===== src/rtl/extmem_pkg.sv =====
package extmem_pkg;
  localparam int DQ_W   = 16;
  localparam int LANES  = DQ_W / 8;
  localparam int WAIT_W = 3;

  typedef enum logic [1:0] {
    ST_IDLE   = 2'd0,
    ST_SETUP  = 2'd1,
    ST_STROBE = 2'd2,
    ST_HOLD   = 2'd3
  } phase_e;

  typedef struct packed {
    logic             we;
    logic [LANES-1:0] be;
    logic [DQ_W-1:0]  wdata;
  } req_t;
endpackage


===== src/rtl/extmem_decode.sv =====
module extmem_decode
  import extmem_pkg::*;
#(
  parameter int MEM_AW = 17,
  parameter int OVL_AW = 14,
  parameter bit OVL_EN = 1'b1
) (
  input  logic [MEM_AW:0]   addr_i,
  input  logic              code_split_i,
  input  logic              data_split_i,
  input  logic [WAIT_W-1:0] code_wait_i,
  input  logic [WAIT_W-1:0] data_wait_i,
  output logic              sel_code_o,
  output logic [MEM_AW-1:0] mem_addr_o,
  output logic              split_o,
  output logic [WAIT_W-1:0] wait_o
);
  localparam int PAD_W = MEM_AW - OVL_AW;

  logic in_ovl;

  generate
    if (OVL_EN) begin : g_ovl
      // window is the top 2**OVL_AW words of data space
      assign in_ovl = ~addr_i[MEM_AW] & (&addr_i[MEM_AW-1:OVL_AW]);
    end else begin : g_no_ovl
      assign in_ovl = 1'b0;
    end
  endgenerate

  assign sel_code_o = addr_i[MEM_AW] | in_ovl;
  assign mem_addr_o = in_ovl ? {{PAD_W{1'b0}}, addr_i[OVL_AW-1:0]}
                             : addr_i[MEM_AW-1:0];
  assign split_o    = sel_code_o ? code_split_i : data_split_i;
  assign wait_o     = sel_code_o ? code_wait_i  : data_wait_i;
endmodule


===== src/rtl/extmem_seq.sv =====
module extmem_seq
  import extmem_pkg::*;
(
  input  logic              clk_i,
  input  logic              rst_ni,
  input  logic              start_i,
  input  logic [WAIT_W-1:0] wait_i,
  output phase_e            phase_o,
  output logic              capture_o
);
  phase_e            ph_q;
  logic [WAIT_W-1:0] cnt_q;

  always_ff @(posedge clk_i or negedge rst_ni) begin
    if (!rst_ni) begin
      ph_q  <= ST_IDLE;
      cnt_q <= '0;
    end else begin
      case (ph_q)
        ST_IDLE:   if (start_i) ph_q <= ST_SETUP;
        ST_SETUP: begin
          ph_q  <= ST_STROBE;
          cnt_q <= wait_i;
        end
        ST_STROBE: begin
          if (cnt_q == '0) ph_q <= ST_HOLD;
          else             cnt_q <= cnt_q - 1'b1;
        end
        default:   ph_q <= ST_IDLE;
      endcase
    end
  end

  assign phase_o   = ph_q;
  assign capture_o = (ph_q == ST_STROBE) && (cnt_q == '0);
endmodule


===== src/rtl/extmem_pins.sv =====
module extmem_pins
  import extmem_pkg::*;
(
  input  phase_e           phase_i,
  input  logic             sel_code_i,
  input  logic             split_i,
  input  logic             we_i,
  input  logic [LANES-1:0] be_i,
  output logic             code_cs_n_o,
  output logic             data_cs_n_o,
  output logic             oe_n_o,
  output logic             we_n_o,
  output logic             a0_o,
  output logic             dq_oe_o
);
  logic active, strobe, lo_wr, hi_wr;

  assign active = (phase_i != ST_IDLE);
  assign strobe = (phase_i == ST_STROBE);

  // byte-lane steering: split parts get one strobe per lane
  assign lo_wr = split_i ? be_i[0] : |be_i;
  assign hi_wr = split_i & be_i[1];

  assign code_cs_n_o = ~(active &  sel_code_i);
  assign data_cs_n_o = ~(active & ~sel_code_i);
  assign oe_n_o      = ~(strobe & ~we_i);
  assign we_n_o      = ~(strobe &  we_i & lo_wr);
  assign a0_o        = ~(strobe &  we_i & hi_wr);
  assign dq_oe_o     = active & we_i;
endmodule


===== src/rtl/extmem_ctrl.sv =====
module extmem_ctrl
  import extmem_pkg::*;
#(
  parameter int MEM_AW = 17,
  parameter int OVL_AW = 14,
  parameter bit OVL_EN = 1'b1
) (
  input  logic              clk_i,
  input  logic              rst_ni,
  input  logic              req_valid_i,
  output logic              req_ready_o,
  input  logic              req_we_i,
  input  logic [MEM_AW:0]   req_addr_i,
  input  logic [LANES-1:0]  req_be_i,
  input  logic [DQ_W-1:0]   req_wdata_i,
  output logic              rsp_valid_o,
  output logic [DQ_W-1:0]   rsp_rdata_o,
  input  logic              code_split_i,
  input  logic              data_split_i,
  input  logic [WAIT_W-1:0] code_wait_i,
  input  logic [WAIT_W-1:0] data_wait_i,
  output logic [MEM_AW-1:0] mem_addr_o,
  output logic              mem_a0_o,
  output logic [DQ_W-1:0]   mem_dq_o,
  input  logic [DQ_W-1:0]   mem_dq_i,
  output logic              mem_dq_oe_o,
  output logic              mem_code_cs_n_o,
  output logic              mem_data_cs_n_o,
  output logic              mem_oe_n_o,
  output logic              mem_we_n_o
);
  phase_e            phase;
  logic              capture, accept;
  logic              dec_code, dec_split;
  logic [MEM_AW-1:0] dec_addr;
  logic [WAIT_W-1:0] dec_wait;

  req_t              req_q;
  logic              code_q, split_q;
  logic [MEM_AW-1:0] addr_q;
  logic [WAIT_W-1:0] wait_q;
  logic [DQ_W-1:0]   rdata_q;

  extmem_decode #(.MEM_AW(MEM_AW), .OVL_AW(OVL_AW), .OVL_EN(OVL_EN)) u_dec (
    .addr_i       (req_addr_i),
    .code_split_i (code_split_i),
    .data_split_i (data_split_i),
    .code_wait_i  (code_wait_i),
    .data_wait_i  (data_wait_i),
    .sel_code_o   (dec_code),
    .mem_addr_o   (dec_addr),
    .split_o      (dec_split),
    .wait_o       (dec_wait)
  );

  assign req_ready_o = (phase == ST_IDLE);
  assign accept      = req_valid_i & req_ready_o;

  always_ff @(posedge clk_i or negedge rst_ni) begin
    if (!rst_ni) begin
      req_q   <= '0;
      code_q  <= 1'b0;
      split_q <= 1'b0;
      addr_q  <= '0;
      wait_q  <= '0;
    end else if (accept) begin
      req_q   <= '{we: req_we_i, be: req_be_i, wdata: req_wdata_i};
      code_q  <= dec_code;
      split_q <= dec_split;
      addr_q  <= dec_addr;
      wait_q  <= dec_wait;
    end
  end

  always_ff @(posedge clk_i or negedge rst_ni) begin
    if (!rst_ni)                      rdata_q <= '0;
    else if (capture && !req_q.we)    rdata_q <= mem_dq_i;
  end

  extmem_seq u_seq (
    .clk_i     (clk_i),
    .rst_ni    (rst_ni),
    .start_i   (accept),
    .wait_i    (wait_q),
    .phase_o   (phase),
    .capture_o (capture)
  );

  extmem_pins u_pins (
    .phase_i     (phase),
    .sel_code_i  (code_q),
    .split_i     (split_q),
    .we_i        (req_q.we),
    .be_i        (req_q.be),
    .code_cs_n_o (mem_code_cs_n_o),
    .data_cs_n_o (mem_data_cs_n_o),
    .oe_n_o      (mem_oe_n_o),
    .we_n_o      (mem_we_n_o),
    .a0_o        (mem_a0_o),
    .dq_oe_o     (mem_dq_oe_o)
  );

  assign mem_addr_o  = addr_q;
  assign mem_dq_o    = req_q.wdata;
  assign rsp_valid_o = (phase == ST_HOLD);
  assign rsp_rdata_o = rdata_q;
endmodule


===== config.mk =====
export PLATFORM = sky130hd
export DESIGN_NAME = extmem_ctrl
export DESIGN_NICKNAME = d
export VERILOG_FILES = /design/src/rtl/extmem_pkg.sv /design/src/rtl/extmem_decode.sv /design/src/rtl/extmem_seq.sv /design/src/rtl/extmem_pins.sv /design/src/rtl/extmem_ctrl.sv
export SDC_FILE = /design/constraint.sdc
export NUM_CORES = 1
export LEC_CHECK = 0
export BUFFER_PORTS_ARGS = -buffer_cell sky130_fd_sc_hd__buf_2
export CORE_ASPECT_RATIO = 0.7
export CORE_MARGIN = 2
export CORE_UTILIZATION = 35
export DETAILED_ROUTE_END_ITERATION = 10
export SLEW_MARGIN = 10
export SYNTH_ARGS = -nofsm -noshare
export SYNTH_HDL_FRONTEND = slang
export SYNTH_SLANG_ARGS = --single-unit

===== constraint.sdc =====
create_clock -name clk_i -period 1.5 [get_ports clk_i]
set_input_delay 0.075 -clock clk_i [delete_from_list [all_inputs] [get_ports clk_i]]
set_output_delay 0.075 -clock clk_i [all_outputs]
set_load 0.01 [all_outputs]

Word-level counts from Yosys, hierarchy flattened
Cells that the tools add are included.

operators by class
  multiplexer cells = 9
  reductions and logical operators = 11
  bitwise gates (word level) = 19
  add/subtract/negate cells = 1
  equality and inequality tests = 6

operators by type and width
  operator                                                               number
  17-bit two-way mux                                                     1
  1-bit AND                                                              10
  1-bit inverter                                                         8
  3-bit two-way mux                                                      2
  2-bit one-hot mux with 3 select lines                                  1
  3-bit one-hot mux with 2 select lines                                  1
  2-bit equality test, second input constant                             2
  2-bit two-way mux                                                      2
  2-bit != test, second input constant                                   2
  2-bit AND reduction                                                    2
  2-bit nonzero test                                                     2
  3-bit logical NOT                                                      1
  3-bit AND reduction                                                    1
  3-bit by 1-bit subtractor with 3-bit output, second input constant     1
  2-bit by 1-bit equality test with 1-bit output, second input constant  1
  1-bit logical AND                                                      2
  2-bit logical NOT                                                      1
  1-bit two-way mux                                                      2
  2-bit by 1-bit != test with 1-bit output, second input constant        1
  2-bit OR reduction                                                     1
  1-bit logical NOT                                                      1
  1-bit bitwise OR                                                       1

word-level totals
  flip-flop bits (word level) = 62
  input port bits = 64

Longest topological paths before layout
  depth after elaboration = 4
  mapped depth = 7
  gate-level depth less buffers = 5

Modules after synthesis
From an unflattened synthesis, not the netlist that was laid out.

unflattened totals
  cells, all modules = 212
  area, all modules = 2,937.8 µm²

modules (own cells, without submodules)
  module         area an instance (µm²)  cells each  instances  sequential area each (µm²)
  extmem_ctrl    2,278.4                 140         1          1,426.4
  extmem_seq     396.6                   39          1          125.1
  extmem_decode  207.7                   25          1          0.0
  extmem_pins    55.1                    8           1          0.0

Worst setup path after synthesis
No wires, ideal clock.

  path kind = register to register
  start point = register u_seq.ph_q[0], in the netlist u_seq.phase_o[0]
  end point = register rdata_q[10], in the netlist rsp_rdata_o[10]
  cell stages (with the launch flop) = 7
  data required time = 1,375 ps
  slack = 7 ps
  clock period less this slack = 1,493 ps
  data arrival time = 1,368 ps
  buffers on the path = 1
  path through = dfrtp_1 > inv_1 > ha_1 > nand2b_4 > nor2_8 > buf_12 > mux2_4

on the way
  longest elaborated chain between the ends = 3

RTL lines
  what                    RTL line           source
  from (decl)             extmem_seq.sv:11   phase_e ph_q;
  from (signal assigned)  extmem_seq.sv:16   ph_q <= ST_IDLE;
  from (signal assigned)  extmem_seq.sv:20   ST_IDLE: if (start_i) ph_q <= ST_SETUP;
  from (signal assigned)  extmem_seq.sv:22   ph_q <= ST_STROBE;
  2-bit equality test     extmem_seq.sv:35   assign capture_o = (ph_q == ST_STROBE) && (cnt_q == '0);
  1-bit logical AND       extmem_seq.sv:35
  1-bit logical AND       extmem_ctrl.sv:77  else if (capture && !req_q.we) rdata_q <= mem_dq_i;
  to (signal assigned)    extmem_ctrl.sv:77
  to (decl)               extmem_ctrl.sv:42  logic [DQ_W-1:0] rdata_q;

Every way passes these cells.
A chain may end at the register's enable or synchronous reset.

Final worst setup path
  start point = register u_seq.ph_q[1], in the netlist u_seq.phase_o[1]
  end point = register u_seq.ph_q[1], in the netlist u_seq.phase_o[1]

on the way
  longest elaborated chain between the ends = 4
  elaborated cells on any way between the ends = 8
  classes of those cells = eq/ne (4); mux (1); bitwise (1); reduce/logical (2)

RTL lines
  what                                                       RTL line                             source
  2-bit logical NOT                                          extmem_seq.sv:19, extmem_ctrl.sv:56
  1-bit AND                                                  extmem_ctrl.sv:57                    assign accept = req_valid_i & req_ready_o;
  2-bit by 1-bit != test with 1-bit output (no source line)  --
  2-bit AND reduction (no source line)                       --

Several ways; a longest one is shown, not always the timed one.

==> impl_results.md <==
* IO Count at roughly 120
* Die W at 110.8 um
* WP data required at 1.71 ns
* Grt total ovfl at 0
* Routed WL per cell at 12.48 um
* Leak pwr at 2.328 nW
* I/O Buffers at 120
* Delay-heaviest family, CP: flip-flops
* RSZ-0062 raised after global routing: true
* Buffer and inverter count on the worst path at 2
* Hold depth at 3
* Largest net degree at the start of global routing at 63
* Run status: finished clean
* Synth warn at 0
* Clock Latency Late Sink at between 0.3 and 0.4 ns
* Tot Pwr at between 8 and 9 mW
* Number of DRC markers in iteration 0 at 139
* Detailed Place HPWL at 4.377 mm
* Max Cap Viol at 0
* Clock tree from TritonCTS: yes
* Worst reg2reg path depth at 5
* CTS root buf: clkbuf_16
* Worst slew margin at 73.75%
* Core Area at 7804 um^2
* WS Path Type: reg2reg
* CP Capture Type: flop
* CP max stage cell: dfrtp_1
* Synth Flop Type: dfrtp_1
* Critical Path AT at 1.69 ns
* FF+latch count, synth at 62
* Gate Count Post-Synth at 270
* Initial Util at 35.79%
* Avg Cell Area, Syn at approximately 10 um^2
* Antenna-violating nets left at 0
* Hold WC Path Type: in2reg
* Synth area leaders: dfrtp_1 (56%), nand2_1 (14%), mux2_4 (5.4%)
* Sequential share of power at around a third
* Fmax at roughly 670 MHz
* Pint at 5.878 mW
* Yosys cell types at 30
* Async SR Flop Fraction at 100.0%
* Via-to-Cell Ratio at 4.312
* Clock period minus worst slack at roughly 1.5 ns
* Most common cell on crit path: buf_6
* Row Count at 27
* H-tree levels at 3
* Clock power frac at 25.9%
* Die H at 78.74 um
* Critical Path Start Type: flop
* Die area at 8721 um^2
* Hold Crit Start: req_addr_i[14]
* Layout cells sized above 1 at between 40% and 50%
* Initial antenna violation count at 0
* CTS buffer count at 9
* ANT cells at 0
* Reg2Reg Launch Point: u_seq.phase_o[1]$_DFFE_PN0P_
* Total track usage at around 17%
* Net switching power at slightly below 3 mW
* Yosys top cell by area: dfrtp_1
* Sw frac at about a third
* Area Growth Syn to Fin at 57.39%
* Final TNS setup at 0 ns
* Routed vias at 2350
* Logic pwr share at approximately two fifths
* Pre-antenna DRT Iters at 4
* Crit path cell chain: buf_6 > ha_4 > buf_6 > a21oi_1 > mux2_2
* Fillers at 666
* CP max FO at 7
* Peak VDD IR at 0.001133 V
* Routed WL at ~6.8 mm
* Slew @ Worst Pin at between 0.3 and 0.4 ns
* RR Endpoint: u_seq.phase_o[1]$_DFFE_PN0P_
* Pwr per Cell Area at between 1500 and 2000 nW/um^2
* Clock sink total at 62
* Top cell type's share of synthesized area at 55.56%
* Max incr delay on CP at 0.41 ns
* Mapped cell area at ~2800 um^2
* Clock transition at the registers of the reported paths at 0.05 ns
* CTS max path bufs at 2
* Hold Path Sink: mem_addr_o[14]$_DFFE_PN0P_
* Crit path from: u_seq.phase_o[1]$_DFFE_PN0P_
* Final net count at 509
* First-pass GRT wire length at approximately 11 mm
* Vias in the first global route at 2314
* Setup-failing EPs final at 0
* DRC Markers at 0
* Syn Nets at 340
* Gpl congestion at 0.7211
* Reg-to-reg slack, setup at approximately 0.015 ns
* Final Hold Vio Count at 0
* Clock Skew at 0.003108 ns
* Seq/Total Area, Yosys at 55.56%
* Max Slew Vio Count at 0
* Post-synth EDFFs at 0
* Tcrit/Tclk final at 99.01%
-- synthesized netlist by cell type, types with 2 or more instances --
cell type / count
mux2_2: 7
nor2b_1: 6
nand3b_1: 2
dfrtp_1: 62
nand2_1: 107
nor2_1: 4
clkbuf_1: 2
a211oi_1: 3
nand3_1: 2
ha_1: 6
buf_2: 8
a21oi_1: 9
nand2b_4: 2
buf_4: 16
inv_1: 5
mux2i_1: 4
mux2_4: 10
o21ai_0: 3
-- worst max-delay path by stage --
stage                              endpoint  cells past startpoint  slack [ns]
6_report       u_seq.phase_o[1]$_DFFE_PN0P_                      5        0.01
5_1_grt                          mem_we_n_o                      5       -0.03
4_1_cts                     mem_data_cs_n_o                      4       -0.02
3_5_place_dp     rsp_rdata_o[0]$_DFFE_PN0P_                      6       -0.02
3_3_place_gp     rsp_rdata_o[0]$_DFFE_PN0P_                      6        0.03
2_1_floorplan   rsp_rdata_o[10]$_DFFE_PN0P_                      6       0.007
-- what timing repair did --
action,CTS,global route
pin swaps,0,1
endpoints found under the hold margin,111,0
hold buffers,50,0
setup endpoints to repair,15,23
buffers inserted,0,4
gates resized for setup,6,12
-- registers in the layout, indices dropped and copies added (netlist names) --
name and flops:
mem_addr_o 17, mem_dq_o 16, rsp_rdata_o 16, req_q 3
u_seq.cnt_q 3, wait_q 3, u_seq.phase_o 2, code_q 1
split_q 1
-- power by group through the flow --
stage,Combinational [mW],Sequential [mW],Clock (mW)
global placement,3.16,2.92,0
global route,3.98,3.04,2.43
finish,3.57,2.93,2.28
detailed placement,3.25,2.92,0
floorplan,2.01,3.09,0
CTS,3.40,2.92,2.36
-- cell families (layout without fill, tap and decap cells) --
kind of cell / after synthesis / count (layout) / share of synthesized area, %
AOI/OAI and AO/OA: 18 / 18 / 3.987
DFF: 62 / 62 / 55.56
buffers and inverters: 32 / 206 / 7.393
adders and majority gates: 6 / 6 / 2.688
xor gates and xnor gates: 1 / 1 / 0.3137
muxes: 22 / 22 / 10.04
and+or+nand+nor: 129 / 129 / 20.03
-- tightest hold or removal path: stages --
cell and delay [ns]:
buf_2 0.12, nand3_1 0.06, nand2_1 0.05
-- final cells by class --
cell class              instances  area [um^2]  share of cell area, %
repair buffers                185         1285                  29.23
flip-flops and latches         62         1551                  35.30
multi-input cells             176         1079                  24.54
clock buffers                  13        270.3                  6.149
inverters                       5        18.77                 0.4270
clock inverters                 3        65.06                  1.480
well taps                     101        126.4                  2.875
-- metal layers --
layer / vias to the layer above / GRT usage, % / part of all wire (%)
met2: 97 / 25.89 / 45
met5: - / 0 / 0
met4: 0 / 6.375 / 0.91
met3: 8 / 6.947 / 8.8
li1: 1182 / - / -
met1: 1063 / 20.80 / 45
-- through the flow --
| step | instance area, um^2 | setup slack [ns] | std cells | util (%) | hold WS (ns) |
|---|---|---|---|---|---|
| 2_1_floorplan | 2793 | 0.006618 | 270 | - | -0.2206 |
| 3_3_place_gp | 3465 | 0.03315 | 475 | 44.40 | 0.1147 |
| 3_5_place_dp | 3465 | -0.01653 | 475 | 44.40 | 0.1152 |
| 4_1_cts | 4325 | -0.01783 | 541 | 55.43 | 0.004920 |
| 5_1_grt | 4395 | -0.03044 | 545 | 56.33 | 0.02353 |
| 6_report | 4395 | 0.01480 | 545 | 56.33 | 0.01864 |
-- cell usage in the layout, fill, tap and decap left out, types with 2 or more instances in the layout --
cell type	instances
dfrtp_1	62
bufinv_16	2
buf_4	7
nor2_1	4
a211oi_1	3
clkbuf_16	9
buf_12	4
a21oi_1	9
clkbuf_8	3
ha_1	3
nand2_1	107
buf_2	119
o21ai_0	3
inv_2	4
ha_4	3
nand2b_4	2
buf_6	5
mux2i_1	4
mux2_4	10
dlygate4sd3_1	50
nand3_1	2
mux2_2	7
nand3b_1	2
nor2b_1	5
Note: power is estimated with default switching activity, not from simulation.
